==> src/rtl/upt_pkg.sv <==
package upt_pkg;
  localparam int BYTE_W = 8;
  localparam int HALF_W = 16;
  localparam int ADDR_W = 4;
  localparam int NUM_CMP = 2;

  // byte addresses of the register port
  localparam logic [ADDR_W-1:0] OFS_MODE  = 4'h0;
  localparam logic [ADDR_W-1:0] OFS_CNT   = 4'h2;
  localparam logic [ADDR_W-1:0] OFS_CMPA  = 4'h4;
  localparam logic [ADDR_W-1:0] OFS_CMPB  = 4'h6;
  localparam logic [ADDR_W-1:0] OFS_CMODE = 4'h8;

  // writable bits of each mode byte (the rest are reserved)
  localparam logic [BYTE_W-1:0] LO_KEEP = 8'hD3;
  localparam logic [BYTE_W-1:0] HI_KEEP = 8'hF8;
  localparam int RUN_BIT  = 7;
  localparam int LOAD_BIT = 6;

  typedef struct packed {
    logic [BYTE_W-1:0] hi;
    logic [BYTE_W-1:0] lo;
  } half_t;
endpackage

==> src/rtl/upt_rst_sync.sv <==
module upt_rst_sync (
  input  logic clk,
  input  logic rst_n_i,
  output logic rst_n_o
);
  logic [1:0] sync_q;

  always_ff @(posedge clk or negedge rst_n_i) begin
    if (!rst_n_i) begin
      sync_q <= 2'b00;
    end else begin
      sync_q <= {sync_q[0], 1'b1};
    end
  end

  assign rst_n_o = sync_q[1];
endmodule

==> src/rtl/upt_regs.sv <==
module upt_regs
  import upt_pkg::*;
(
  input  logic              clk,
  input  logic              rst_n,
  input  logic              wr_i,
  input  logic              half_i,
  input  logic [ADDR_W-1:0] addr_i,
  input  logic [HALF_W-1:0] wdata_i,
  output half_t             mode_o,
  output logic [HALF_W-1:0] cmpa_o,
  output logic [HALF_W-1:0] cmpb_o,
  output logic [BYTE_W-1:0] cmode_a_o,
  output logic [BYTE_W-1:0] cmode_b_o,
  output logic              arm_o,
  output logic              halt_o
);
  // a lane is selected by a halfword write at its even base, or a byte write at its own address
  function automatic logic lane_sel(input logic [ADDR_W-1:0] a, input logic h,
                                    input logic [ADDR_W-1:0] base, input logic upper);
    if (h) return (a == base);
    return (a == (base | ADDR_W'(upper)));
  endfunction

  logic [BYTE_W-1:0] lane_lo_dat;
  logic [BYTE_W-1:0] lane_hi_dat;
  assign lane_lo_dat = wdata_i[BYTE_W-1:0];
  assign lane_hi_dat = half_i ? wdata_i[HALF_W-1:BYTE_W] : wdata_i[BYTE_W-1:0];

  // ---------------- mode register ----------------
  half_t mode_q, mode_d;
  logic  mlo_we, mhi_we, mhi_ok;

  assign mlo_we = wr_i && lane_sel(addr_i, half_i, OFS_MODE, 1'b0);
  assign mhi_we = wr_i && lane_sel(addr_i, half_i, OFS_MODE, 1'b1);
  assign mhi_ok = mhi_we && !(lane_hi_dat[RUN_BIT] && lane_hi_dat[LOAD_BIT]);

  always_comb begin
    mode_d = mode_q;
    if (mlo_we) mode_d.lo = lane_lo_dat & LO_KEEP;
    if (mhi_ok) mode_d.hi = lane_hi_dat & HI_KEEP;
  end

  always_ff @(posedge clk or negedge rst_n) begin
    if (!rst_n) begin
      mode_q <= '0;
    end else if (mlo_we || mhi_ok) begin
      mode_q <= mode_d;
    end
  end

  // ---------------- compare registers A and B ----------------
  generate
    for (genvar g = 0; g < NUM_CMP; g++) begin : g_cmp
      localparam logic [ADDR_W-1:0] BASE = ADDR_W'(OFS_CMPA + 2 * g);
      logic              lo_we, hi_we;
      logic [HALF_W-1:0] val_q, val_d;

      assign lo_we = wr_i && lane_sel(addr_i, half_i, BASE, 1'b0);
      assign hi_we = wr_i && lane_sel(addr_i, half_i, BASE, 1'b1);

      always_comb begin
        val_d = val_q;
        if (lo_we) val_d[BYTE_W-1:0]      = lane_lo_dat;
        if (hi_we) val_d[HALF_W-1:BYTE_W] = lane_hi_dat;
      end

      always_ff @(posedge clk or negedge rst_n) begin
        if (!rst_n) begin
          val_q <= '0;
        end else if (lo_we || hi_we) begin
          val_q <= val_d;
        end
      end
    end
  endgenerate

  assign cmpa_o = g_cmp[0].val_q;
  assign cmpb_o = g_cmp[1].val_q;

  // ---------------- compare mode registers (byte only) ----------------
  logic              ca_we, cb_we;
  logic [BYTE_W-1:0] cmode_a_q, cmode_b_q;

  assign ca_we = wr_i && !half_i && (addr_i == OFS_CMODE);
  assign cb_we = wr_i && !half_i && (addr_i == (OFS_CMODE | ADDR_W'(1)));

  always_ff @(posedge clk or negedge rst_n) begin
    if (!rst_n) begin
      cmode_a_q <= '0;
      cmode_b_q <= '0;
    end else begin
      if (ca_we) cmode_a_q <= lane_lo_dat;
      if (cb_we) cmode_b_q <= lane_lo_dat;
    end
  end

  // ---------------- run control toward the counter ----------------
  assign arm_o  = mhi_ok && lane_hi_dat[RUN_BIT] && (cmpa_o != '0);
  assign halt_o = mhi_ok && !arm_o;

  assign mode_o    = mode_q;
  assign cmode_a_o = cmode_a_q;
  assign cmode_b_o = cmode_b_q;

  AST_BOTH_REJECTED: assert property (@(posedge clk) disable iff (!rst_n)
    (mhi_we && lane_hi_dat[RUN_BIT] && lane_hi_dat[LOAD_BIT]) |=> $stable(mode_q.hi));
  AST_RSVD_ZERO: assert property (@(posedge clk) disable iff (!rst_n)
    ((mode_q.lo & ~LO_KEEP) == '0) && ((mode_q.hi & ~HI_KEEP) == '0));
  AST_CMODE_HALF_IGNORED: assert property (@(posedge clk) disable iff (!rst_n)
    (wr_i && half_i && (addr_i == OFS_CMODE)) |=> $stable({cmode_a_q, cmode_b_q}));
  AST_MODE_ODD_HALF_IGNORED: assert property (@(posedge clk) disable iff (!rst_n)
    (wr_i && half_i && (addr_i == (OFS_MODE | ADDR_W'(1)))) |=> $stable(mode_q));
endmodule

==> src/rtl/upt_count.sv <==
module upt_count #(
  parameter int CNT_W = 16
) (
  input  logic             clk,
  input  logic             rst_n,
  input  logic             tick_i,
  input  logic             arm_i,
  input  logic             halt_i,
  input  logic [CNT_W-1:0] period_i,
  input  logic [CNT_W-1:0] cmpb_i,
  output logic [CNT_W-1:0] cnt_o,
  output logic             wrap_o,
  output logic             hitb_o
);
  logic             run_q, run_d;
  logic [CNT_W-1:0] per_q, per_d;
  logic [CNT_W-1:0] cnt_q, cnt_d;
  logic             wrap_q, wrap_d;
  logic             hitb_q, hitb_d;
  logic             step;

  assign step = run_q && tick_i;

  always_comb begin
    run_d  = run_q;
    per_d  = per_q;
    cnt_d  = cnt_q;
    wrap_d = 1'b0;
    hitb_d = 1'b0;
    if (arm_i) begin
      run_d = 1'b1;
      per_d = period_i;
      cnt_d = '0;
    end else if (halt_i) begin
      run_d = 1'b0;
      cnt_d = '0;
    end else if (step) begin
      hitb_d = (cnt_q == cmpb_i);
      if (cnt_q == per_q) begin
        cnt_d  = '0;
        wrap_d = 1'b1;
      end else begin
        cnt_d = cnt_q + CNT_W'(1);
      end
    end
  end

  // control state only moves on a command; the count moves on a command or a step
  always_ff @(posedge clk or negedge rst_n) begin
    if (!rst_n) begin
      run_q <= 1'b0;
      per_q <= '0;
    end else if (arm_i || halt_i) begin
      run_q <= run_d;
      per_q <= per_d;
    end
  end

  always_ff @(posedge clk or negedge rst_n) begin
    if (!rst_n) begin
      cnt_q <= '0;
    end else if (arm_i || halt_i || step) begin
      cnt_q <= cnt_d;
    end
  end

  always_ff @(posedge clk or negedge rst_n) begin
    if (!rst_n) begin
      wrap_q <= 1'b0;
      hitb_q <= 1'b0;
    end else begin
      wrap_q <= wrap_d;
      hitb_q <= hitb_d;
    end
  end

  assign cnt_o  = cnt_q;
  assign wrap_o = wrap_q;
  assign hitb_o = hitb_q;

  AST_IDLE_ZERO: assert property (@(posedge clk) disable iff (!rst_n)
    !run_q |-> (cnt_q == '0));
  AST_PERIOD_NONZERO: assert property (@(posedge clk) disable iff (!rst_n)
    run_q |-> (per_q != '0));
  AST_COUNT_BOUND: assert property (@(posedge clk) disable iff (!rst_n)
    run_q |-> (cnt_q <= per_q));
  AST_WRAP_CLEARS: assert property (@(posedge clk) disable iff (!rst_n)
    wrap_q |-> (cnt_q == '0));
  AST_WRAP_SINGLE: assert property (@(posedge clk) disable iff (!rst_n)
    wrap_q |=> !wrap_q);
  AST_HITB_WHILE_RUN: assert property (@(posedge clk) disable iff (!rst_n)
    hitb_q |-> $past(run_q));
  AST_HALT_STOPS: assert property (@(posedge clk) disable iff (!rst_n)
    halt_i |=> (!run_q && (cnt_q == '0)));
endmodule

==> src/rtl/upt_rdmux.sv <==
module upt_rdmux
  import upt_pkg::*;
(
  input  logic [ADDR_W-1:0] addr_i,
  input  logic              half_i,
  input  half_t             mode_i,
  input  logic [HALF_W-1:0] cnt_i,
  input  logic [HALF_W-1:0] cmpa_i,
  input  logic [HALF_W-1:0] cmpb_i,
  input  logic [BYTE_W-1:0] cmode_a_i,
  input  logic [BYTE_W-1:0] cmode_b_i,
  output logic [HALF_W-1:0] rdata_o
);
  logic [HALF_W-1:0] word;

  always_comb begin
    case (addr_i[ADDR_W-1:1])
      OFS_MODE[ADDR_W-1:1]:  word = mode_i;
      OFS_CNT[ADDR_W-1:1]:   word = cnt_i;
      OFS_CMPA[ADDR_W-1:1]:  word = cmpa_i;
      OFS_CMPB[ADDR_W-1:1]:  word = cmpb_i;
      OFS_CMODE[ADDR_W-1:1]: word = {cmode_b_i, cmode_a_i};
      default:               word = '0;
    endcase
  end

  always_comb begin
    if (half_i) begin
      rdata_o = addr_i[0] ? '0 : word;
    end else begin
      rdata_o = {{(HALF_W-BYTE_W){1'b0}},
                 addr_i[0] ? word[HALF_W-1:BYTE_W] : word[BYTE_W-1:0]};
    end
  end
endmodule

==> src/rtl/upt_timer.sv <==
module upt_timer
  import upt_pkg::*;
(
  input  logic              clk,
  input  logic              rst_n,
  input  logic              cnt_tick_i,
  input  logic              bus_wr_i,
  input  logic              bus_half_i,
  input  logic [ADDR_W-1:0] bus_addr_i,
  input  logic [HALF_W-1:0] bus_wdata_i,
  output logic [HALF_W-1:0] bus_rdata_o,
  output logic              period_uf_o,
  output logic              cmpa_hit_o,
  output logic              cmpb_hit_o
);
  localparam int CNT_W = HALF_W;

  logic              rst_n_s;
  half_t             mode;
  logic [HALF_W-1:0] cmpa, cmpb;
  logic [BYTE_W-1:0] cmode_a, cmode_b;
  logic              arm, halt;
  logic [CNT_W-1:0]  cnt;
  logic              wrap;
  logic              hitb;

  upt_rst_sync u_rst (
    .clk     (clk),
    .rst_n_i (rst_n),
    .rst_n_o (rst_n_s)
  );

  upt_regs u_regs (
    .clk       (clk),
    .rst_n     (rst_n_s),
    .wr_i      (bus_wr_i),
    .half_i    (bus_half_i),
    .addr_i    (bus_addr_i),
    .wdata_i   (bus_wdata_i),
    .mode_o    (mode),
    .cmpa_o    (cmpa),
    .cmpb_o    (cmpb),
    .cmode_a_o (cmode_a),
    .cmode_b_o (cmode_b),
    .arm_o     (arm),
    .halt_o    (halt)
  );

  upt_count #(.CNT_W(CNT_W)) u_count (
    .clk      (clk),
    .rst_n    (rst_n_s),
    .tick_i   (cnt_tick_i),
    .arm_i    (arm),
    .halt_i   (halt),
    .period_i (cmpa),
    .cmpb_i   (cmpb),
    .cnt_o    (cnt),
    .wrap_o   (wrap),
    .hitb_o   (hitb)
  );

  upt_rdmux u_rdmux (
    .addr_i    (bus_addr_i),
    .half_i    (bus_half_i),
    .mode_i    (mode),
    .cnt_i     (cnt),
    .cmpa_i    (cmpa),
    .cmpb_i    (cmpb),
    .cmode_a_i (cmode_a),
    .cmode_b_i (cmode_b),
    .rdata_o   (bus_rdata_o)
  );

  // the period wrap is by definition the compare A match: one flop feeds both pins
  assign period_uf_o = wrap;
  assign cmpa_hit_o  = wrap;
  assign cmpb_hit_o  = hitb;

  AST_RESET_QUIET: assert property (@(posedge clk) disable iff (!rst_n_s)
    $rose(rst_n_s) |-> !(period_uf_o || cmpb_hit_o));
endmodule

==> config.mk <==
export PLATFORM = sky130hd
export DESIGN_NAME = upt_timer
export DESIGN_NICKNAME = d
export VERILOG_FILES = /design/src/rtl/upt_pkg.sv /design/src/rtl/upt_rst_sync.sv /design/src/rtl/upt_regs.sv /design/src/rtl/upt_count.sv /design/src/rtl/upt_rdmux.sv /design/src/rtl/upt_timer.sv
export SDC_FILE = /design/constraint.sdc
export NUM_CORES = 1
export LEC_CHECK = 0
export ABC_AREA = 1
export BUFFER_PORTS_ARGS = -buffer_cell sky130_fd_sc_hd__buf_2
export CORE_UTILIZATION = 61
export DETAILED_ROUTE_END_ITERATION = 8
export PLACE_DENSITY = 0.81
export SYNTH_ARGS = -nofsm -noshare
export SYNTH_HDL_FRONTEND = slang
export SYNTH_HIERARCHICAL = 1
export SYNTH_SLANG_ARGS = --single-unit
==> constraint.sdc <==
create_clock -name clk -period 3.84 [get_ports clk]
set_input_delay 0.384 -clock clk [delete_from_list [all_inputs] [get_ports clk]]
set_output_delay 0.384 -clock clk [all_outputs]
set_load 0.05 [all_outputs]
==> flow_metrics.py, run 1 <==
metrics = {
    "run_status": {
        "status": "finished clean",
    },
    "clock_tree": {
        "cts_resized": 0,
        "cts.reportedPaths.clkPinSlew_ns": 0.10,
        "ctsRootBufferMaster": "clkbuf_8",
        "clock_sinks": 95,
        "post_cts_buffers": 0,
        "clkLatencyLatePin_ns": 0.37,
        "htreeDepth": 3,
        "clk_path_buf_depth": 2,
        "numCtsBuffers": 9,
        "cts_tree": "done",
    },
    "sta": {
        "rsz0062_at_grt": "false",
        "setup-tns-final_ns": 0,
        "post-route-period-util": 0.653,
        "worstMarginPinSlew_ns": 0.889,
        "setup_viol": 0,
        "relSlewSlack": 0.407,
        "drv_slew": 0,
        "hold_ws_ns": 0.326,
        "fin_crit_ns": 2.51,
        "fin_skew_ns": 0.0138,
        "final-hold-violation-count": 0,
        "fmax_mhz": 399,
    },
    "pwr": {
        "max-vdd-ir-drop_uv": 235,
        "p_total_mw": 2.82,
        "power_density_nw_per_um2": 452,
        "p_leak_nw": 3.20,
    },
    "floorplanning": {
        "rows": 35,
        "die_x_um": 101,
        "pin_count": 44,
        "die_h_um": 101,
        "dieArea_um2": 10100,
        "start_util": 0.638,
        "core-area_um2": 9330,
    },
    "critical_path": {
        "reg2reg_setup_slack_ns": 1.57,
        "critPathKind": "in -> out",
        "arrival_ns": 2.12,
        "cpPeakStageDelay_ns": 0.32,
        "crit_fanout": 33,
        "crit_family": "buffers and inverters",
        "cp_slowest_cell": "o21ai_0",
        "startpoint_type": "primary input",
        "worst-path-buf-inv": 3,
        "crit_required_ns": 3.46,
        "endpoint_kind": "output pin",
        "crit_chain": "buf_2 -> inv_6 -> nand3_4 -> o21ai_0 -> nor2_1 -> nor2_1 -> buf_2",
    },
    "placement": {
        "port_buffers": 43,
        "placedCellCount": 933,
        "place_congestion": 1.01,
        "placed_cell_area_um2": 6030,
        "hpwl_mm": 11.6,
    },
    "final_layout": {
        "num_antenna_cells": 0,
        "nNetsFinal": 842,
        "drive_gt1_frac": 0.163,
        "instances_no_fill": 950,
        "final_cell_area_um2": 6250,
        "syn_to_final_growth_pct": 5.11,
    },
    "drt": {
        "ant_nets": 0,
        "via_per_inst": 5.81,
        "drt_iter0_drc": 596,
        "route.vias.total": 5524,
        "wirelength_mm": 16.2,
        "drc": 0,
        "drtPass1Iterations": 7,
        "wire_per_inst_um": 17.0,
    },
    "grt": {
        "grt_use_total": 0.339,
        "grt_overflow_total": 0,
        "grt_antenna_before_repair": 0,
        "grt_pass1_wl_mm": 25.9,
        "grt_pass1_vias": 5009,
        "grt_max_degree": 70,
    },
    "synthesis": {
        "yosys_warnings": 6,
        "synth-async-reset-ratio": 1.00,
        "yosysSeqAreaShare": 0.400,
        "synth.area.top_cells": "dfrtp_1 40%, nand2_1 16%, nand3_1 7.9%",
        "ys_seq_elements": 95,
        "syn_avg_cell_area_um2": 7.49,
        "netlist_top_cells_count": "246 x nand2_1, 95 x dfrtp_1, 94 x nand3_1",
        "syn_area_um2": 5950,
        "synth_cells": 794,
        "synth-edff-count": 0,
        "synth_flop_cell": "dfrtp_1",
        "yosysTopAreaCellShare": 0.400,
        "synth_top_area_cell": "dfrtp_1",
        "synth_most_common_cell": "nand2_1",
        "yosysUniqueCellTypes": 39,
    },
    "hold_path": {
        "hold_class": "in -> async",
    },
    "run": {
        "cap_viol_max_count": 0,
    },
}
## final timing paths
check,from,end,depth (start not counted)
setup / recovery,bus_addr_i[3],bus_rdata_o[10],7
hold / removal,rst_n,u_rst/sync_q[1],2
setup reg to reg,u_regs/cmpa_o[4],u_count/hitb_o,13
hold reg to reg,u_rst/sync_q[0],u_rst/sync_q[1],0
max in group asynchronous,u_rst/sync_q[1],u_regs/cmpb_o[6],1
min in group clk,u_rst/sync_q[0],u_rst/sync_q[1],0
## area by class of cell
type	instances	area, um2
fill	802	3080
clock inverter	5	66.3
clock buffer	11	141
tap	129	161
sequential	95	2380
multi-input combinational	584	2950
timing repair buffer	47	248
inverter	79	302
## per-layer routing
layer / wire [um] / GRT usage / part of all wire
met4: 391 / 0.104 / 0.024
met2: 7560 / 0.549 / 0.47
met5: 0 / 0 / 0
met3: 1410 / 0.0499 / 0.087
met1: 6820 / 0.472 / 0.42
## registers in the layout, indices dropped and copies added (netlist names)
signal and flops:
u_regs/cmpa_o 16, u_count/cnt_o 16, u_rst/sync_q 2, u_count/hitb_o 1, u_count/run_q 1, u_count/wrap_o 1
u_regs/mode_o 10, u_regs/cmode_a_o 8, u_count/per_q 16, u_regs/cmode_b_o 8, u_regs/cmpb_o 16
## repair_timing
item	CTS	global route
hold endpoints to repair	2	0
setup endpoints to repair	0	0
hold buffers	1	0
## through the flow
step,util,setup WS (ns)
global route,0.670,1.25
CTS,0.670,1.38
global placement,0.647,1.23
floorplan,-,0.998
finish,0.670,1.33
detailed placement,0.647,1.17
## cells by family after synthesis
family,Yosys count,synth area share
buffers and inverters,120,0.107
other,2,0.00126
AOI/OAI and AO/OA,107,0.111
xor gates and xnor gates,16,0.0236
adders and majority gates,1,0.00210
and+or+nand+nor,453,0.356
DFF,95,0.400
## power breakdown
group          total (mW)  leakage (nW)  switching [mW]  internal, mW
Sequential           1.42          1.23           0.222          1.20
Combinational       0.701          1.87           0.452         0.250
Clock               0.703         0.102           0.376         0.327
## cells in the final DEF (no fill, tap or decap), drive strengths merged
cell	n
nand2	258
nand3	101
dfrtp	95
o21ai	88
inv	80
nor2	67
buf	46
nand4	22
xor2	13
clkbuf	11
o21bai	9
conb	7
xnor2	3
a21oi	3
nor3	3
clkinv	2
o22ai	2
a22o	2
o211ai	2
bufinv	1
clkinvlp	1
dlygate4sd3	1
a21o	1
ha	1
or2	1
and3	1
No activity file was read; power rests on OpenSTA's default activity.
==> inputs of run 2 (changes only) <==
--- a/config.mk
+++ b/config.mk
@@ -7,9 +7,9 @@
 export LEC_CHECK = 0
 export ABC_AREA = 1
 export BUFFER_PORTS_ARGS = -buffer_cell sky130_fd_sc_hd__buf_2
-export CORE_UTILIZATION = 61
+export CORE_UTILIZATION = 55
 export DETAILED_ROUTE_END_ITERATION = 8
-export PLACE_DENSITY = 0.81
+export PLACE_DENSITY = 0.77
 export SYNTH_ARGS = -nofsm -noshare
 export SYNTH_HDL_FRONTEND = slang
 export SYNTH_HIERARCHICAL = 1
==> constraint.sdc (replaced) <==
create_clock -name clk -period 2.1 [get_ports clk]
set_input_delay 0.21 -clock clk [delete_from_list [all_inputs] [get_ports clk]]
set_output_delay 0.21 -clock clk [all_outputs]
set_load 0.05 [all_outputs]
==> run 2 against run 1 <==
Critical path depth down 2. Total power increased by 80%. Sequential power up 80%. First-iteration DRC count is 7.2% lower. Combinational power rose by 95%. Via count is essentially flat. Cell area up 2.6%. Critical path type is now reg -> out. Clock skew fell by 0.0047 ns. Routed wire length increased by 0.35%. Non-clock buffer count increased by 17. Register-to-register slack got worse by 1.4 ns. Sequential cell count stayed put. Largest power group unchanged.
==> flow_metrics.py, run 2 (synthesis gave the netlist of run 1 again) <==
metrics = {
    "placement": {
        "hpwl_mm": 12.0,
        "place_congestion": 0.944,
        "port_buffers": 43,
    },
    "critical_path": {
        "arrival_ns": 1.74,
        "critPathKind": "reg -> out",
        "crit_fanout": 7,
        "startpoint_type": "register",
        "cpMostUsedCell": "nand3_1",
        "crit_path_start": "u_count/cnt_o[13]",
        "cp_slowest_cell": "dfrtp_1",
        "cpPeakStageDelay_ns": 0.51,
        "endpoint_kind": "output pin",
        "timing.rr.start": "u_regs/cmpa_o[2]",
        "crit_chain": "nand3_1 -> nand3_1 -> o21bai_1 -> nand2_1 -> buf_2",
        "r2r_cells": 11,
        "crit_required_ns": 1.89,
    },
    "clock_tree": {
        "cts.reportedPaths.clkPinSlew_ns": 0.10,
        "numCtsBuffers": 9,
        "cts_tree": "done",
        "clkLatencyLatePin_ns": 0.37,
        "clock_sinks": 95,
        "htreeDepth": 3,
        "ctsRootBufferMaster": "clkbuf_8",
        "clk_path_buf_depth": 2,
    },
    "pwr": {
        "max-vdd-ir-drop_uv": 497,
        "p_total_mw": 5.09,
        "switching_share": 0.379,
        "clkPwrFrac": 0.231,
        "p_sw_mw": 1.93,
        "seq_power_share": 0.501,
        "p_int_mw": 3.16,
        "pwr-share-comb": 0.269,
        "power_density_nw_per_um2": 794,
        "p_leak_nw": 3.29,
    },
    "drt": {
        "route.vias.total": 5528,
        "ant_nets": 0,
        "drtPass1Iterations": 5,
        "drc": 0,
        "wire_per_inst_um": 16.7,
        "via_per_inst": 5.68,
        "wirelength_mm": 16.2,
        "drt_iter0_drc": 553,
    },
    "sta": {
        "final-hold-violation-count": 0,
        "hold_ws_ns": 0.152,
        "rsz0062_at_grt": "false",
        "fin_crit_ns": 1.95,
        "setup-tns-final_ns": 0,
        "fmax_mhz": 514,
        "drv_slew": 0,
        "post-route-period-util": 0.927,
        "fin_skew_ns": 0.00909,
        "setup_viol": 0,
    },
    "floorplanning": {
        "die_h_um": 106,
        "dieArea_um2": 11200,
        "core-area_um2": 10400,
        "pin_count": 44,
        "start_util": 0.571,
        "rows": 37,
        "die_x_um": 106,
    },
    "run": {
        "cap_viol_max_count": 0,
    },
    "final_layout": {
        "nNetsFinal": 859,
        "fill_cells": 964,
        "most-common-layout-cells": "246 x nand2_1, 94 x nand3_1, 94 x dfrtp_1",
        "multi_input_area_um2": 2960,
        "syn_to_final_growth_pct": 7.81,
        "drive_gt1_frac": 0.184,
        "regArea_um2": 2380,
        "num_antenna_cells": 0,
        "mostFrequentLayoutCell": "nand2_1",
    },
    "grt": {
        "grt_antenna_before_repair": 0,
        "grt_pass1_wl_mm": 26.2,
        "grt_overflow_total": 0,
        "grt_max_degree": 52,
        "grt_use_total": 0.305,
        "grt_pass1_vias": 5072,
    },
    "run_status": {
        "status": "finished clean",
    },
    "hold_path": {
        "hold_class": "in -> async",
    },
}
==> run 2: metal layers <==
metal / vias up / share of wire / GRT usage
met2: 258 / 0.45 / 0.467
met3: 44 / 0.075 / 0.0441
met5: - / 0 / 0
met1: 2590 / 0.44 / 0.426
met4: 0 / 0.038 / 0.143
li1: 2636 / - / -
==> run 2: worst paths after layout <==
check | end | slack (ns)
worst max-delay path | bus_rdata_o[5] | 0.15
max in group asynchronous | u_regs/cmpa_o[8] | 1.27
min in group clk | u_regs/mode_o[14] | 0.23
worst min-delay path | u_rst/sync_q[1] | 0.15
worst max register to register | u_count/cnt_o[8] | 0.18
worst min register to register | u_count/per_q[3] | 0.24
==> run 2: metrics by stage <==
stage                     instance area, um2  setup slack [ns]  std cells  utilization
final                                   6410             0.153        974        0.615
after global routing                    6410            0.0580        974        0.615
after global placement                  6190             0.178        956        0.594
after detailed placement                6190             0.120        956        0.594
after CTS                               6380             0.129        973        0.613
after floorplan                         5970             0.292        799            -
==> run 2: critical path: cells and delay by family (launching register included) <==
family                 cells  cell delay [ns]
AOI/OAI and AO/OA          1             0.27
DFF                        1             0.51
and+or+nand+nor            3             0.37
buffers and inverters      1             0.22
==> run 2: area by class of cell <==
cell class,instances,area share
Multi-Input combinational cell,584,0.461
Sequential cell,95,0.371
Timing Repair Buffer,64,0.0644
Inverter,79,0.0476
Tap cell,136,0.0265
Clock buffer,9,0.0193
Clock inverter,7,0.00976
==> run 2: power groups by stage <==
stage,clock network (mW),registers (mW),logic (mW)
after global placement,0,2.56,1.30
after CTS,1.20,2.54,1.34
after floorplan,0,2.46,1.05
after global routing,1.28,2.59,1.53
after detailed placement,0,2.58,1.33
final,1.17,2.55,1.37
==> run 2: repair_timing <==
item | 4_1_cts | 5_1_grt
endpoints found under the setup margin | 0 | 7
resized for setup | 0 | 2
endpoints found under the hold margin | 2 | 0
hold buffers | 1 | 0
buffers inserted | 0 | 1
